$ cat config.mk
export PLATFORM = sky130hd
export DESIGN_NAME = cache_inv_ctrl
export DESIGN_NICKNAME = d
export VERILOG_FILES = /design/src/rtl/cic_pkg.sv /design/src/rtl/cic_ctrl_reg.sv /design/src/rtl/cic_sweep.sv /design/src/rtl/cic_alloc.sv /design/src/rtl/cache_inv_ctrl.sv
export SDC_FILE = /design/constraint.sdc
export NUM_CORES = 1
export LEC_CHECK = 0
export BUFFER_PORTS_ARGS = -buffer_cell sky130_fd_sc_hd__buf_2
export CORE_MARGIN = 2
export CORE_UTILIZATION = 31
export CTS_CLUSTER_DIAMETER = 100
export DETAILED_ROUTE_END_ITERATION = 12
export PLACE_DENSITY = 0.72
export REMOVE_ABC_BUFFERS = 1
export SETUP_SLACK_MARGIN = 0.2
export SYNTH_ARGS = -nofsm -noshare
export SYNTH_HDL_FRONTEND = slang
export SYNTH_SLANG_ARGS = --single-unit
export TNS_END_PERCENT = 20
$ cat constraint.sdc
create_clock -name clk -period 1.26 [get_ports clk]
set_clock_uncertainty 0.1 [all_clocks]
set_input_delay 0.315 -clock clk [delete_from_list [all_inputs] [get_ports clk]]
set_output_delay 0.315 -clock clk [all_outputs]
set_load 0.05 [all_outputs]
$ cat src/rtl/cic_pkg.sv
package cic_pkg;
  localparam int FRZ_BIT = 31;
  localparam int INV_BIT = 24;
  localparam int ISC_BIT = 21;
  localparam int DSC_BIT = 20;

  typedef enum logic [1:0] {
    ORG_UNIFIED = 2'b00,
    ORG_INSTR   = 2'b01,
    ORG_DATA    = 2'b10,
    ORG_RSVD    = 2'b11
  } org_e;

  typedef enum logic {
    SW_IDLE = 1'b0,
    SW_RUN  = 1'b1
  } sweep_st_e;
endpackage

$ cat src/rtl/cic_ctrl_reg.sv
module cic_ctrl_reg
  import cic_pkg::*;
#(
  parameter int SETS  = 16,
  parameter int IDX_W = $clog2(SETS)
) (
  input  logic             clk,
  input  logic             rst_n,
  input  logic             cfg_we,
  input  logic [31:0]      cfg_wdata,
  input  logic             busy,
  output logic             frozen,
  output logic             inv_start,
  output logic [IDX_W-1:0] inv_lo,
  output logic [IDX_W-1:0] inv_hi
);
  localparam int HALF = SETS / 2;
  localparam logic [IDX_W-1:0] LAST_SET  = IDX_W'(SETS - 1);
  localparam logic [IDX_W-1:0] LOW_TOP   = IDX_W'(HALF - 1);
  localparam logic [IDX_W-1:0] HIGH_BASE = IDX_W'(HALF);

  logic accept;
  logic frz_d, frz_q;
  org_e org;
  logic split_org;

  always_comb begin
    accept    = cfg_we && !busy;
    org       = org_e'(cfg_wdata[1:0]);
    split_org = (org == ORG_UNIFIED) || (org == ORG_RSVD);
    inv_start = accept && cfg_wdata[INV_BIT];
    inv_lo    = '0;
    inv_hi    = LAST_SET;
    if (split_org && cfg_wdata[ISC_BIT] && !cfg_wdata[DSC_BIT]) begin
      inv_lo = '0;
      inv_hi = LOW_TOP;
    end else if (split_org && cfg_wdata[DSC_BIT] && !cfg_wdata[ISC_BIT]) begin
      inv_lo = HIGH_BASE;
      inv_hi = LAST_SET;
    end
  end

  always_comb begin
    frz_d = frz_q;
    if (accept) frz_d = cfg_wdata[FRZ_BIT];
  end

  always_ff @(posedge clk or negedge rst_n) begin
    if (!rst_n) frz_q <= 1'b0;
    else        frz_q <= frz_d;
  end

  assign frozen = frz_q;
endmodule

$ cat src/rtl/cic_sweep.sv
module cic_sweep
  import cic_pkg::*;
#(
  parameter int SETS  = 16,
  parameter int IDX_W = $clog2(SETS)
) (
  input  logic             clk,
  input  logic             rst_n,
  input  logic             start,
  input  logic [IDX_W-1:0] lo,
  input  logic [IDX_W-1:0] hi,
  output logic             active,
  output logic [IDX_W-1:0] idx
);
  sweep_st_e st_q, st_d;
  logic [IDX_W-1:0] idx_q, idx_d;
  logic [IDX_W-1:0] end_q, end_d;

  always_comb begin
    st_d  = st_q;
    idx_d = idx_q;
    end_d = end_q;
    case (st_q)
      SW_IDLE: begin
        if (start) begin
          st_d  = SW_RUN;
          idx_d = lo;
          end_d = hi;
        end
      end
      SW_RUN: begin
        if (idx_q == end_q) st_d  = SW_IDLE;
        else                idx_d = idx_q + 1'b1;
      end
      default: st_d = SW_IDLE;
    endcase
  end

  always_ff @(posedge clk or negedge rst_n) begin
    if (!rst_n) begin
      st_q  <= SW_IDLE;
      idx_q <= '0;
      end_q <= '0;
    end else begin
      st_q  <= st_d;
      idx_q <= idx_d;
      end_q <= end_d;
    end
  end

  assign active = (st_q == SW_RUN);
  assign idx    = idx_q;
endmodule

$ cat src/rtl/cic_alloc.sv
module cic_alloc (
  input  logic miss_req,
  input  logic busy,
  input  logic frozen,
  input  logic line_valid,
  output logic gnt,
  output logic fill
);
  always_comb begin
    gnt  = miss_req && !busy;
    fill = gnt && !(frozen && line_valid);
  end
endmodule

$ cat src/rtl/cache_inv_ctrl.sv
module cache_inv_ctrl #(
  parameter int SETS  = 16,
  parameter int IDX_W = $clog2(SETS)
) (
  input  logic             clk,
  input  logic             rst_n,
  input  logic             cfg_we,
  input  logic [31:0]      cfg_wdata,
  input  logic             miss_req,
  input  logic [IDX_W-1:0] miss_set,
  input  logic             va_rdata,
  output logic             busy,
  output logic             miss_gnt,
  output logic             miss_fill,
  output logic [IDX_W-1:0] va_addr,
  output logic             va_we,
  output logic             va_wdata
);
  logic             frozen;
  logic             inv_start;
  logic [IDX_W-1:0] inv_lo, inv_hi;
  logic [IDX_W-1:0] sweep_idx;

  cic_ctrl_reg #(.SETS(SETS), .IDX_W(IDX_W)) u_reg (
    .clk(clk), .rst_n(rst_n), .cfg_we(cfg_we), .cfg_wdata(cfg_wdata),
    .busy(busy), .frozen(frozen), .inv_start(inv_start),
    .inv_lo(inv_lo), .inv_hi(inv_hi)
  );

  cic_sweep #(.SETS(SETS), .IDX_W(IDX_W)) u_sweep (
    .clk(clk), .rst_n(rst_n), .start(inv_start), .lo(inv_lo), .hi(inv_hi),
    .active(busy), .idx(sweep_idx)
  );

  cic_alloc u_alloc (
    .miss_req(miss_req), .busy(busy), .frozen(frozen),
    .line_valid(va_rdata), .gnt(miss_gnt), .fill(miss_fill)
  );

  always_comb begin
    va_addr  = busy ? sweep_idx : miss_set;
    va_we    = busy || miss_fill;
    va_wdata = !busy;
  end
endmodule

==> results of run 1 <==
-- sequential cells by signal (all words and copies together), names as in the netlist --
signal	flops
u_sweep.end_q	2
u_sweep.idx	4
u_sweep.active	1
u_reg.frozen	1
-- through the flow --
step	util [%]	setup slack (ns)	cell area [sq um]	total power, mW
detailed placement	47.0	-0.270	732	1.89
finish	54.8	-0.370	855	2.34
CTS	53.7	-0.368	837	2.30
global route	54.8	-0.406	855	2.49
global placement	47.0	-0.247	732	1.85
floorplan	-	-1.22	522	1.47
-- layer usage --
| layer | routed length [microns] | GRT usage [%] | up-vias |
|---|---|---|---|
| met1 | 534 | 17.1 | 245 |
| li1 | - | - | 261 |
| met3 | 95 | 7.20 | 0 |
| met4 | 0 | 3.53 | 0 |
| met5 | 0 | 0 | - |
| met2 | 621 | 24.9 | 25 |
-- synthesized netlist by cell type (all sizes together) --
cell	instances
a211oi	1
a21oi	1
a32o	1
and2	2
and3	1
buf	1
dfrtp	8
ha	1
inv	3
mux2	5
mux2i	3
nand2	8
nand2b	2
nand3	1
nor2	4
nor2b	2
nor3	1
nor4	1
nor4b	1
o21ai	1
o22a	1
o31ai	1
o41ai	1
xor2	2
-- area by class of cell --
class	count	area, sq um
clock buffer	3	22.5
fill	138	704
inverter	3	11.3
multi-input combinational	41	344
sequential	8	204
tap	16	20.0
timing repair buffer	35	253
-- power by group through the flow --
stage / Combinational (mW) / Clock, mW / Sequential (mW)
after detailed placement: 1.37 / 0 / 0.515
after global routing: 1.72 / 0.224 / 0.544
final: 1.62 / 0.196 / 0.524
after CTS: 1.58 / 0.207 / 0.516
after global placement: 1.35 / 0 / 0.507
after floorplan: 0.898 / 0 / 0.567
-- cells by family (layout without fill, tap and decap cells) --
| family | count (synthesis) | after routing |
|---|---|---|
| fa+ha+maj | 1 | 1 |
| xor+xnor | 2 | 2 |
| mux | 8 | 8 |
| buf+inv | 4 | 41 |
| simple gates | 23 | 23 |
| compound gates | 7 | 7 |
| flops | 8 | 8 |
-- what timing repair did --
| item | in CTS | in global routing |
|---|---|---|
| hold endpoints to repair | 8 | 0 |
| hold buffers | 1 | 0 |
| buffers inserted | 1 | 0 |
| endpoints found under the setup margin | 17 | 17 |
| pin swaps | 3 | 1 |
| resized for setup | 21 | 7 |
-- how the worst max path moves through the flow --
stage                             startpoint         end  slack [ns]
floorplan           u_sweep.active$_DFF_PN0_   miss_fill       -1.22
finish              u_sweep.active$_DFF_PN0_  va_addr[2]       -0.37
CTS                 u_sweep.active$_DFF_PN0_  va_addr[2]       -0.37
global placement    u_sweep.active$_DFF_PN0_  va_addr[3]       -0.25
detailed placement  u_sweep.active$_DFF_PN0_  va_addr[2]       -0.27
global route        u_sweep.active$_DFF_PN0_  va_addr[2]       -0.41
==> impl_metrics.prom, run 1 <==
# TYPE chip_impl_metric gauge
chip_impl_info{name="synth_top_family_by_area",value="simple AND/OR/NAND/NOR gates"} 1
chip_impl_metric{name="initial_core_util",unit="%"} 33.9
chip_impl_metric{name="layoutNonFillerInstCount",unit=""} 106
chip_impl_metric{name="fmax",unit="MHz"} 613
chip_impl_metric{name="tightest_slew",unit="ns"} 0.331
chip_impl_metric{name="timing.max_cap.violations",unit=""} 0
chip_impl_metric{name="critPathArrivalTime",unit="ns"} 1.22
chip_impl_info{name="hp-class",value="in2reg"} 1
chip_impl_metric{name="detailedRoute.firstPassIterationCount",unit=""} 4
chip_impl_metric{name="post-synth-top-area-fraction",unit="%"} 37.8
chip_impl_metric{name="synthesis.area_per_instance",unit="sq um"} 9.99
chip_impl_metric{name="grt_antenna_before_repair",unit=""} 0
chip_impl_metric{name="timing.slew.headroom",unit="%"} 77.9
chip_impl_metric{name="ioPinCount",unit=""} 50
chip_impl_metric{name="drtAntennaViolNets",unit=""} 0
chip_impl_metric{name="mappedNetlistArea",unit="sq um"} 529
chip_impl_info{name="critical_path.cell_chain",value="mux2_2 -> buf_6"} 1
chip_impl_metric{name="min_path_cells",unit=""} 2
chip_impl_metric{name="final_min_period_over_clock_period",unit="%"} 129
chip_impl_info{name="launching_point_of_the_worst_reg2reg_path",value="u_sweep.active$_DFF_PN0_"} 1
chip_impl_metric{name="number_of_hold_violations_in_the_final_report",unit=""} 0
chip_impl_info{name="setup.worst_path.start_class",value="flip-flop"} 1
chip_impl_metric{name="net_sw_power",unit="mW"} 1.12
chip_impl_metric{name="leakage",unit="nW"} 0.408
chip_impl_info{name="synth_top_area_cell",value="sky130_fd_sc_hd__dfrtp_1"} 1
chip_impl_info{name="family_with_the_most_delay_on_the_worst_path",value="flip-flops"} 1
chip_impl_metric{name="cts.sink_count",unit=""} 8
chip_impl_metric{name="power_frac_comb",unit="%"} 69.2
chip_impl_metric{name="power_switching_share",unit="%"} 48.1
chip_impl_metric{name="share_clk_of_total_power",unit="%"} 8.4
chip_impl_metric{name="num_antenna_cells",unit=""} 0
chip_impl_metric{name="intPower",unit="mW"} 1.21
chip_impl_metric{name="floorplan.rows",unit=""} 14
chip_impl_metric{name="syn_inst",unit=""} 53
chip_impl_metric{name="cp.buffers_inverters",unit=""} 1
chip_impl_metric{name="ys_ff_latch",unit=""} 8
chip_impl_metric{name="report.final.slew_viol_count",unit=""} 0
chip_impl_metric{name="synthesis.yosys.warnings",unit=""} 0
chip_impl_info{name="synth.area.top_cells",value="sky130_fd_sc_hd__dfrtp_1 38%, sky130_fd_sc_hd__mux2_2 11%, sky130_fd_sc_hd__mux2i_1 5.7%, sky130_fd_sc_hd__nand2_1 5.7%, sky130_fd_sc_hd__xor2_1 3.3%"} 1
chip_impl_metric{name="ys_seq_area_share",unit="%"} 37.8
chip_impl_metric{name="final_period_minus_worst_setup_slack",unit="ns"} 1.63
chip_impl_info{name="hold_start",value="cfg_wdata[31]"} 1
chip_impl_info{name="cp-end-kind",value="primary output"} 1
chip_impl_metric{name="route.vias.total",unit=""} 531
chip_impl_metric{name="placeableCoreArea",unit="sq mm"} 0.00156
chip_impl_metric{name="fin_worst_hold_slack",unit="ns"} 0.198
chip_impl_metric{name="placed_cells",unit=""} 101
chip_impl_metric{name="die_h",unit="microns"} 45.3
chip_impl_info{name="cp_class",value="reg2out"} 1
chip_impl_metric{name="layout-drive-gt1-share",unit="%"} 60.0
chip_impl_metric{name="setup.reg_to_reg.worst_slack",unit="ns"} -0.28
chip_impl_metric{name="clk_transition_reported_paths",unit="ns"} 0.06
chip_impl_info{name="cts_tree",value="yes"} 1
chip_impl_metric{name="synth_fa_ha_area_share",unit="%"} 2.36
chip_impl_metric{name="post_synth_and_or_nand_nor_area_fraction",unit="%"} 23.6
chip_impl_metric{name="clock_insertion_delay_worst_skew",unit="ns"} 0.25
chip_impl_metric{name="fin_nets",unit=""} 134
chip_impl_metric{name="pwr_density_cell",unit="mW/mm^2"} 2740
chip_impl_metric{name="half_perimeter_wire_length_of_the_detailed_placement_result",unit="microns"} 917
chip_impl_info{name="run_status",value="finished with violations"} 1
chip_impl_metric{name="chipWidth",unit="microns"} 45.3
chip_impl_info{name="crit_path_top_delay_cell",value="sky130_fd_sc_hd__dfrtp_2"} 1
chip_impl_metric{name="grt_max_degree",unit=""} 9
chip_impl_metric{name="grt_use_total",unit="%"} 14.9
chip_impl_metric{name="seqPwrFrac",unit="%"} 22.4
chip_impl_metric{name="worst-path-stages",unit=""} 2
chip_impl_metric{name="crit_required",unit="ns"} 0.84
chip_impl_metric{name="gr-total-overflow",unit=""} 0
chip_impl_metric{name="fin_tns_setup",unit="ns"} -3.97
chip_impl_metric{name="drt_drc_violations_left",unit=""} 0
chip_impl_metric{name="numCtsBuffers",unit=""} 3
chip_impl_metric{name="compound_gate_portion_of_the_synthesized_area",unit="%"} 13.0
chip_impl_info{name="rr_endpoint",value="u_sweep.idx[3]$_DFFE_PN0P_"} 1
chip_impl_metric{name="synth.mux.area_fraction",unit="%"} 16.3
chip_impl_metric{name="io_buffers",unit=""} 23
chip_impl_metric{name="wire_length_of_the_first_global_routing_pass",unit="microns"} 2100
chip_impl_info{name="clockRootBuffer",value="sky130_fd_sc_hd__clkbuf_4"} 1
chip_impl_metric{name="detail_route.wl_per_cell",unit="microns"} 11.8
chip_impl_metric{name="routed_via_density",unit=""} 5.01
chip_impl_metric{name="timing.reg2reg.worst_path_depth",unit=""} 6
chip_impl_metric{name="die_area",unit="sq mm"} 0.00205
chip_impl_info{name="hold_end",value="u_reg.frozen$_DFFE_PN0P_"} 1
chip_impl_metric{name="finalWeightedCongestion",unit=""} 0.850
chip_impl_metric{name="post_synth_xor_area_fraction",unit="%"} 3.31
chip_impl_metric{name="cts_max_path_buffers",unit=""} 2
chip_impl_metric{name="drt-initial-drc-count",unit=""} 2
chip_impl_metric{name="cp_max_fo",unit=""} 6
chip_impl_info{name="final_cell_mix",value="14 x sky130_fd_sc_hd__buf_2, 14 x sky130_fd_sc_hd__buf_4, 7 x sky130_fd_sc_hd__nand2_1"} 1
chip_impl_metric{name="ir_worst_vdd",unit="V"} 0.00154
chip_impl_metric{name="drt_wl_total",unit="microns"} 1250
chip_impl_metric{name="worst_slack",unit="ns"} -0.370
chip_impl_metric{name="ctsHtreeMaxLevel",unit=""} 1
chip_impl_info{name="failing_checks",value="setup timing"} 1
chip_impl_info{name="rsz0062_at_grt",value="yes"} 1
chip_impl_metric{name="synthToLayoutAreaGrowth",unit="%"} 61.5
chip_impl_metric{name="number_of_global_route_vias_before_repair",unit=""} 489
chip_impl_metric{name="timing.critical_path.slowest_cell_delay",unit="ns"} 0.44
chip_impl_metric{name="synth_cell_type_count",unit=""} 24
chip_impl_metric{name="setup_viol_count_final",unit=""} 16
(Power assumes the default switching activity.)
==> run 2, diff against run 1 <==
CAP_MARGIN = 10   (was not set)
REMOVE_ABC_BUFFERS = not set   (was 1)
==> run 2 against run 1 <==
  * The run still ends with setup timing left
  * Total power up 8.2%
  * Combinational power up 11%
  * Global-route usage unchanged
  * Die area unchanged
  * Non-clock buffer count up 5
  * Fmax down 3.0%
  * Cell area up 7.3%
  * Hold slack worse by 0.012 ns
  * Register-to-register slack about the same
  * Count of clock-buffer cells in the layout up 1
  * Utilization up 4.0 points
  * Via count up 4.3%
  * Critical path type unchanged
==> impl_metrics.prom, run 2 (synthesized netlist as in run 1, its figures left out) <==
# TYPE chip_impl_metric gauge
chip_impl_metric{name="fin_nets",unit=""} 139
chip_impl_metric{name="final_period_minus_worst_setup_slack",unit="ns"} 1.68
chip_impl_metric{name="placement.setup.worst_slack",unit="ns"} -0.239
chip_impl_info{name="family_with_the_most_delay_on_the_worst_path",value="flip-flops"} 1
chip_impl_info{name="cp-end-kind",value="primary output"} 1
chip_impl_metric{name="clk_transition_reported_paths",unit="ns"} 0.06
chip_impl_metric{name="die_h",unit="microns"} 45.3
chip_impl_metric{name="cts_max_path_buffers",unit=""} 2
chip_impl_metric{name="detailedRoute.firstPassIterationCount",unit=""} 4
chip_impl_info{name="setup.worst_path.start_class",value="flip-flop"} 1
chip_impl_info{name="cp_class",value="reg2out"} 1
chip_impl_info{name="crit_path_top_delay_cell",value="sky130_fd_sc_hd__dfrtp_2"} 1
chip_impl_metric{name="io_buffers",unit=""} 23
chip_impl_metric{name="cts.sink_count",unit=""} 8
chip_impl_info{name="most_common_library_cell_in_the_layout_ignoring_fill_and_taps",value="sky130_fd_sc_hd__buf_4"} 1
chip_impl_metric{name="pwr_density_cell",unit="mW/mm^2"} 2760
chip_impl_metric{name="drtAntennaViolNets",unit=""} 0
chip_impl_metric{name="drt-initial-drc-count",unit=""} 12
chip_impl_info{name="critical_path.cell_chain",value="buf_6 -> nor2b_4 -> and2_4 -> buf_8"} 1
chip_impl_metric{name="timing.slew.headroom",unit="%"} 78.6
chip_impl_info{name="failing_checks",value="setup timing"} 1
chip_impl_metric{name="finalWeightedCongestion",unit=""} 0.768
chip_impl_metric{name="wire_length_of_the_first_global_routing_pass",unit="microns"} 2140
chip_impl_info{name="final_cell_mix",value="15 x sky130_fd_sc_hd__buf_4, 14 x sky130_fd_sc_hd__buf_2, 7 x sky130_fd_sc_hd__nand2_1, 7 x sky130_fd_sc_hd__buf_6, 6 x sky130_fd_sc_hd__dfrtp_1"} 1
chip_impl_info{name="hold_start",value="cfg_wdata[31]"} 1
chip_impl_metric{name="gr-total-overflow",unit=""} 0
chip_impl_metric{name="timing.max_cap.violations",unit=""} 0
chip_impl_metric{name="cp_max_fo",unit=""} 6
chip_impl_metric{name="report.final.slew_viol_count",unit=""} 0
chip_impl_metric{name="post-layout-total-power",unit="mW"} 2.53
chip_impl_metric{name="initial_core_util",unit="%"} 33.9
chip_impl_metric{name="grt_max_degree",unit=""} 9
chip_impl_metric{name="route.vias.total",unit=""} 554
chip_impl_metric{name="num_antenna_cells",unit=""} 0
chip_impl_metric{name="floorplan.rows",unit=""} 14
chip_impl_metric{name="tightest_slew",unit="ns"} 0.319
chip_impl_metric{name="setup_viol_count_final",unit=""} 17
chip_impl_metric{name="routed_via_density",unit=""} 4.95
chip_impl_metric{name="fmax",unit="MHz"} 595
chip_impl_metric{name="number_of_hold_violations_in_the_final_report",unit=""} 0
chip_impl_metric{name="half_perimeter_wire_length_of_the_detailed_placement_result",unit="microns"} 1020
chip_impl_metric{name="timing.critical_path.slowest_cell_delay",unit="ns"} 0.46
chip_impl_metric{name="detail_route.wl_per_cell",unit="microns"} 12.4
chip_impl_metric{name="chipWidth",unit="microns"} 45.3
chip_impl_metric{name="drt_wl_total",unit="microns"} 1390
chip_impl_info{name="hp-class",value="in2reg"} 1
chip_impl_metric{name="final_min_period_over_clock_period",unit="%"} 133
chip_impl_metric{name="leakage",unit="nW"} 0.435
chip_impl_metric{name="ir_worst_vdd",unit="V"} 0.00111
chip_impl_metric{name="worst_slack",unit="ns"} -0.421
chip_impl_metric{name="drt_drc_violations_left",unit=""} 0
chip_impl_metric{name="die_area",unit="sq mm"} 0.00205
chip_impl_metric{name="placed_cells",unit=""} 103
chip_impl_metric{name="fin_tns_setup",unit="ns"} -4.37
chip_impl_metric{name="synthToLayoutAreaGrowth",unit="%"} 73.3
chip_impl_metric{name="critPathArrivalTime",unit="ns"} 1.27
chip_impl_metric{name="cp.buffers_inverters",unit=""} 2
chip_impl_metric{name="flip_flop_count_of_the_largest_register_all_copies_and_words_added",unit=""} 4
chip_impl_info{name="cts_tree",value="yes"} 1
chip_impl_metric{name="grt_antenna_before_repair",unit=""} 0
chip_impl_metric{name="fillers",unit=""} 129
chip_impl_metric{name="syn-num-nets",unit=""} 95
chip_impl_metric{name="layout-drive-gt1-share",unit="%"} 60.4
chip_impl_metric{name="number_of_global_route_vias_before_repair",unit=""} 536
chip_impl_metric{name="multi_input_comb_area",unit="sq um"} 337
chip_impl_info{name="worst_setup_path_startpoint",value="u_sweep.active$_DFF_PN0_"} 1
chip_impl_info{name="launching_point_of_the_worst_reg2reg_path",value="u_sweep.active$_DFF_PN0_"} 1
chip_impl_metric{name="ctsHtreeMaxLevel",unit=""} 1
chip_impl_metric{name="numCtsBuffers",unit=""} 3
chip_impl_info{name="run_status",value="finished with violations"} 1
chip_impl_metric{name="layoutNonFillerInstCount",unit=""} 112
chip_impl_metric{name="clock_insertion_delay_worst_skew",unit="ns"} 0.26
chip_impl_metric{name="ioPinCount",unit=""} 50
chip_impl_metric{name="crit_required",unit="ns"} 0.84
chip_impl_metric{name="seqCellArea",unit="sq um"} 203
chip_impl_info{name="rsz0062_at_grt",value="yes"} 1
chip_impl_metric{name="placeableCoreArea",unit="sq mm"} 0.00156
chip_impl_info{name="clockRootBuffer",value="sky130_fd_sc_hd__clkbuf_4"} 1
chip_impl_metric{name="grt_use_total",unit="%"} 14.9
-- run 2: changes by cell type in the layout (fill, tap and decap cells not counted), sizes merged --
cell,change
clkbuf,+1
buf,+5
clkinvlp,+1
inv,-1
-- run 2: final timing paths --
check                                        endpoint  slack (ns)  depth (start not counted)
setup / recovery                            miss_fill       -0.42                          4
hold / removal               u_reg.frozen$_DFFE_PN0P_        0.19                          2
setup reg to reg           u_sweep.idx[3]$_DFFE_PN0P_       -0.27                          5
hold reg to reg              u_reg.frozen$_DFFE_PN0P_        0.41                          1
max in group asynchronous    u_sweep.active$_DFF_PN0_        0.57                          2
min in group asynchronous    u_reg.frozen$_DFFE_PN0P_        0.32                          2
-- run 2: power breakdown --
group / total [mW] / internal, mW / leakage, nW / switching, mW
clock network: 0.218 / 0.122 / 0.0150 / 0.0965
registers: 0.513 / 0.374 / 0.0894 / 0.139
logic: 1.80 / 0.846 / 0.330 / 0.953
total: 2.53 / 1.34 / 0.435 / 1.19
-- run 2: layer usage --
| metal | vias up | wire, microns | global-route usage [%] |
|---|---|---|---|
| li1 | 274 | - | - |
| met3 | 5 | 91 | 2.40 |
| met4 | 0 | 27 | 7.06 |
| met5 | - | 0 | 0 |
| met1 | 250 | 494 | 13.4 |
| met2 | 25 | 779 | 30.9 |
-- run 2: what timing repair did --
item                       in CTS  in global routing
hold endpoints to repair        8                  0
setup buffers                   3                  1
gates cloned                    0                  0
pin swaps                       2                  0
hold buffers                    1                  0
setup endpoints to repair      17                 17
gates resized for setup        22                  4
-- run 2: area by class of cell --
type / instances / area share [%]
Clock buffer: 4 / 2.86
Inverter: 3 / 1.64
Multi-Input combinational cell: 41 / 36.7
Sequential cell: 8 / 22.1
Timing Repair Buffer: 40 / 34.5
Tap cell: 16 / 2.18
-- run 2: stage by stage --
stage | util (%) | hold slack (ns) | instance area, sq um
after CTS | 57.7 | 0.192 | 900
after floorplan | - | -0.0806 | 556
after global placement | 49.4 | 0.0640 | 769
after global routing | 58.8 | 0.195 | 917
final | 58.8 | 0.186 | 917
after detailed placement | 49.4 | 0.0662 | 769
==> run 3, diff against run 2 <==
CAP_MARGIN = 20   (was 10)
clock period = 1.5 ns   (was 1.26 ns; I/O delays follow)
==> run 3 against run 2 <==
  * The run still ends with setup timing left
  * Cell area rose by 0.68%
  * Die area stayed put
  * Clock power is 18% lower
  * Hold slack better by 0.067 ns
  * Register-to-register slack improved by 0.13 ns
  * Cell count is 2.7% lower
  * Count of clock-buffer cells in the layout is the same
  * Utilization up 0.40 points
  * Total power is 16% lower
  * Non-clock buffer count is 3 lower
  * Combinational power fell by 16%
==> impl_metrics.prom, run 3 (synthesized netlist as in run 1, its figures left out) <==
# TYPE chip_impl_metric gauge
chip_impl_metric{name="layout-drive-gt1-share",unit="%"} 66.7
chip_impl_metric{name="critPathArrivalTime",unit="ns"} 1.28
chip_impl_metric{name="ctsHtreeMaxLevel",unit=""} 1
chip_impl_info{name="rr_endpoint",value="u_sweep.end_q[3]$_DFFE_PN0P_"} 1
chip_impl_metric{name="grt_antenna_before_repair",unit=""} 0
chip_impl_metric{name="post-layout-total-power",unit="mW"} 2.12
chip_impl_info{name="final_cell_mix",value="15 x sky130_fd_sc_hd__buf_2, 9 x sky130_fd_sc_hd__buf_6, 9 x sky130_fd_sc_hd__buf_4"} 1
chip_impl_metric{name="die_area",unit="sq mm"} 0.00205
chip_impl_metric{name="io_buffers",unit=""} 23
chip_impl_metric{name="syn-num-nets",unit=""} 95
chip_impl_metric{name="timing.max_cap.violations",unit=""} 0
chip_impl_metric{name="numCtsBuffers",unit=""} 3
chip_impl_metric{name="gr-total-overflow",unit=""} 0
chip_impl_info{name="clockRootBuffer",value="sky130_fd_sc_hd__clkbuf_4"} 1
chip_impl_metric{name="die_h",unit="microns"} 45.3
chip_impl_metric{name="drtAntennaViolNets",unit=""} 0
chip_impl_info{name="setup.worst_path.start_class",value="flip-flop"} 1
chip_impl_metric{name="seqCellArea",unit="sq um"} 201
chip_impl_metric{name="chipWidth",unit="microns"} 45.3
chip_impl_metric{name="multi_input_comb_area",unit="sq um"} 362
chip_impl_info{name="cts_tree",value="yes"} 1
chip_impl_metric{name="fin_tns_setup",unit="ns"} -2.21
chip_impl_info{name="hold_end",value="u_reg.frozen$_DFFE_PN0P_"} 1
chip_impl_info{name="launching_point_of_the_worst_reg2reg_path",value="u_sweep.active$_DFF_PN0_"} 1
chip_impl_metric{name="clock_insertion_delay_worst_skew",unit="ns"} 0.26
chip_impl_metric{name="net_sw_power",unit="mW"} 1.00
chip_impl_info{name="rsz0062_at_grt",value="yes"} 1
chip_impl_metric{name="number_of_global_route_vias_before_repair",unit=""} 569
chip_impl_metric{name="placed_cells",unit=""} 98
chip_impl_metric{name="tightest_slew",unit="ns"} 0.333
chip_impl_info{name="hold_start",value="cfg_wdata[31]"} 1
chip_impl_info{name="cp_class",value="reg2out"} 1
chip_impl_metric{name="min_path_cells",unit=""} 2
chip_impl_metric{name="final_min_period_over_clock_period",unit="%"} 117
chip_impl_metric{name="cp_max_fo",unit=""} 6
chip_impl_info{name="failing_checks",value="setup timing"} 1
chip_impl_metric{name="placement.setup.worst_slack",unit="ns"} -0.0369
chip_impl_metric{name="ir_worst_vdd",unit="V"} 0.00124
chip_impl_info{name="crit_path_top_delay_cell",value="sky130_fd_sc_hd__dfrtp_2"} 1
chip_impl_info{name="most_common_library_cell_in_the_layout_ignoring_fill_and_taps",value="sky130_fd_sc_hd__buf_2"} 1
chip_impl_metric{name="drt_wl_total",unit="microns"} 1490
chip_impl_metric{name="layoutNonFillerInstCount",unit=""} 109
chip_impl_metric{name="power_switching_share",unit="%"} 47.3
chip_impl_metric{name="timing.reg2reg.worst_path_depth",unit=""} 7
chip_impl_metric{name="route.vias.total",unit=""} 560
chip_impl_metric{name="floorplan.rows",unit=""} 14
chip_impl_metric{name="worst_slack",unit="ns"} -0.252
chip_impl_metric{name="power_frac_comb",unit="%"} 71.0
chip_impl_metric{name="fin_nets",unit=""} 136
chip_impl_info{name="run_status",value="finished with violations"} 1
chip_impl_info{name="cp-end-kind",value="primary output"} 1
chip_impl_metric{name="fmax",unit="MHz"} 571
chip_impl_metric{name="ioPinCount",unit=""} 50
chip_impl_metric{name="grt_use_total",unit="%"} 17.2
chip_impl_metric{name="timing.critical_path.slowest_cell_delay",unit="ns"} 0.46
chip_impl_metric{name="setup_viol_count_final",unit=""} 15
chip_impl_info{name="critical_path.cell_chain",value="buf_6 -> nor2b_4 -> and2_4 -> buf_8"} 1
chip_impl_metric{name="final_period_minus_worst_setup_slack",unit="ns"} 1.75
chip_impl_metric{name="initial_core_util",unit="%"} 33.9
chip_impl_metric{name="number_of_hold_violations_in_the_final_report",unit=""} 0
chip_impl_metric{name="drt-initial-drc-count",unit=""} 3
chip_impl_metric{name="wire_length_of_the_first_global_routing_pass",unit="microns"} 2420
chip_impl_metric{name="drt_drc_violations_left",unit=""} 0
chip_impl_metric{name="setup.reg_to_reg.worst_slack",unit="ns"} -0.14
chip_impl_metric{name="half_perimeter_wire_length_of_the_detailed_placement_result",unit="microns"} 971
chip_impl_metric{name="cts.sink_count",unit=""} 8
chip_impl_metric{name="finalWeightedCongestion",unit=""} 0.694
chip_impl_metric{name="grt_max_degree",unit=""} 9
chip_impl_metric{name="clk_transition_reported_paths",unit="ns"} 0.05
chip_impl_info{name="hp-class",value="in2reg"} 1
chip_impl_metric{name="seqPwrFrac",unit="%"} 20.6
chip_impl_metric{name="leakage",unit="nW"} 0.435
chip_impl_metric{name="placeableCoreArea",unit="sq mm"} 0.00156
chip_impl_metric{name="flip_flop_count_of_the_largest_register_all_copies_and_words_added",unit=""} 4
chip_impl_metric{name="share_clk_of_total_power",unit="%"} 8.4
chip_impl_metric{name="report.final.slew_viol_count",unit=""} 0
chip_impl_metric{name="pwr_density_cell",unit="mW/mm^2"} 2300
chip_impl_metric{name="intPower",unit="mW"} 1.12
chip_impl_metric{name="detail_route.wl_per_cell",unit="microns"} 13.7
chip_impl_metric{name="routed_via_density",unit=""} 5.14
chip_impl_metric{name="num_antenna_cells",unit=""} 0
chip_impl_metric{name="synthToLayoutAreaGrowth",unit="%"} 74.5
chip_impl_metric{name="cts_max_path_buffers",unit=""} 2
chip_impl_metric{name="core_occupancy_in_the_finished_layout",unit="%"} 59.2
chip_impl_metric{name="crit_required",unit="ns"} 1.02
chip_impl_metric{name="detailedRoute.firstPassIterationCount",unit=""} 4
chip_impl_metric{name="timing.slew.headroom",unit="%"} 77.7
chip_impl_metric{name="fillers",unit=""} 138
## run 3: power by group through the flow
stage	Clock, mW	Combinational (mW)	Sequential [mW]
6_report	0.179	1.51	0.436
5_1_grt	0.198	1.60	0.456
4_1_cts	0.184	1.41	0.435
3_5_place_dp	0	1.13	0.456
3_3_place_gp	0	1.10	0.450
2_1_floorplan	0	0.849	0.452
## run 3: repair_timing
| action | in CTS | in global routing |
|---|---|---|
| buffers inserted | 4 | 2 |
| resized for setup | 25 | 9 |
| pin swaps | 3 | 6 |
| hold buffers | 1 | 0 |
| setup endpoints to repair | 16 | 17 |
| hold endpoints to repair | 8 | 0 |
## run 3: routing by layer
metal	global-route usage, %	routed length [microns]	up-vias	share of wire, %
met5	0	0	-	0
met4	10.6	36	0	2.4
met3	3.60	56	4	3.8
met2	33.1	865	18	58
met1	16.2	530	269	36
li1	-	-	269	-
## run 3: worst max path at each step
stage,startpoint,to,cells past startpoint
after floorplan,u_sweep.active$_DFF_PN0_,miss_fill,3
after global placement,u_sweep.active$_DFF_PN0_,va_addr[0],2
after detailed placement,u_sweep.active$_DFF_PN0_,va_addr[0],2
after CTS,u_sweep.active$_DFF_PN0_,miss_fill,4
after global routing,u_sweep.active$_DFF_PN0_,miss_fill,4
final,u_sweep.active$_DFF_PN0_,miss_fill,4
## run 3: metrics by stage
step / hold WS (ns) / cell area [sq um]
floorplan: -0.0206 / 556
global placement: 0.124 / 732
detailed placement: 0.120 / 732
CTS: 0.250 / 880
global route: 0.258 / 923
finish: 0.253 / 923
## run 3: final cells by class
class | count | area share (%)
multi-input combinational | 41 | 39.2
sequential | 8 | 21.8
clock buffer | 4 | 2.85
inverter | 3 | 1.63
timing repair buffer | 37 | 32.4
tap | 16 | 2.17
## run 3: worst max-delay path: cells and delay by family (launching register included)
family                 cells  cell delay (ns)
flip-flops                 1             0.46
AND/OR/NAND/NOR            2             0.27
buffers and inverters      2             0.29
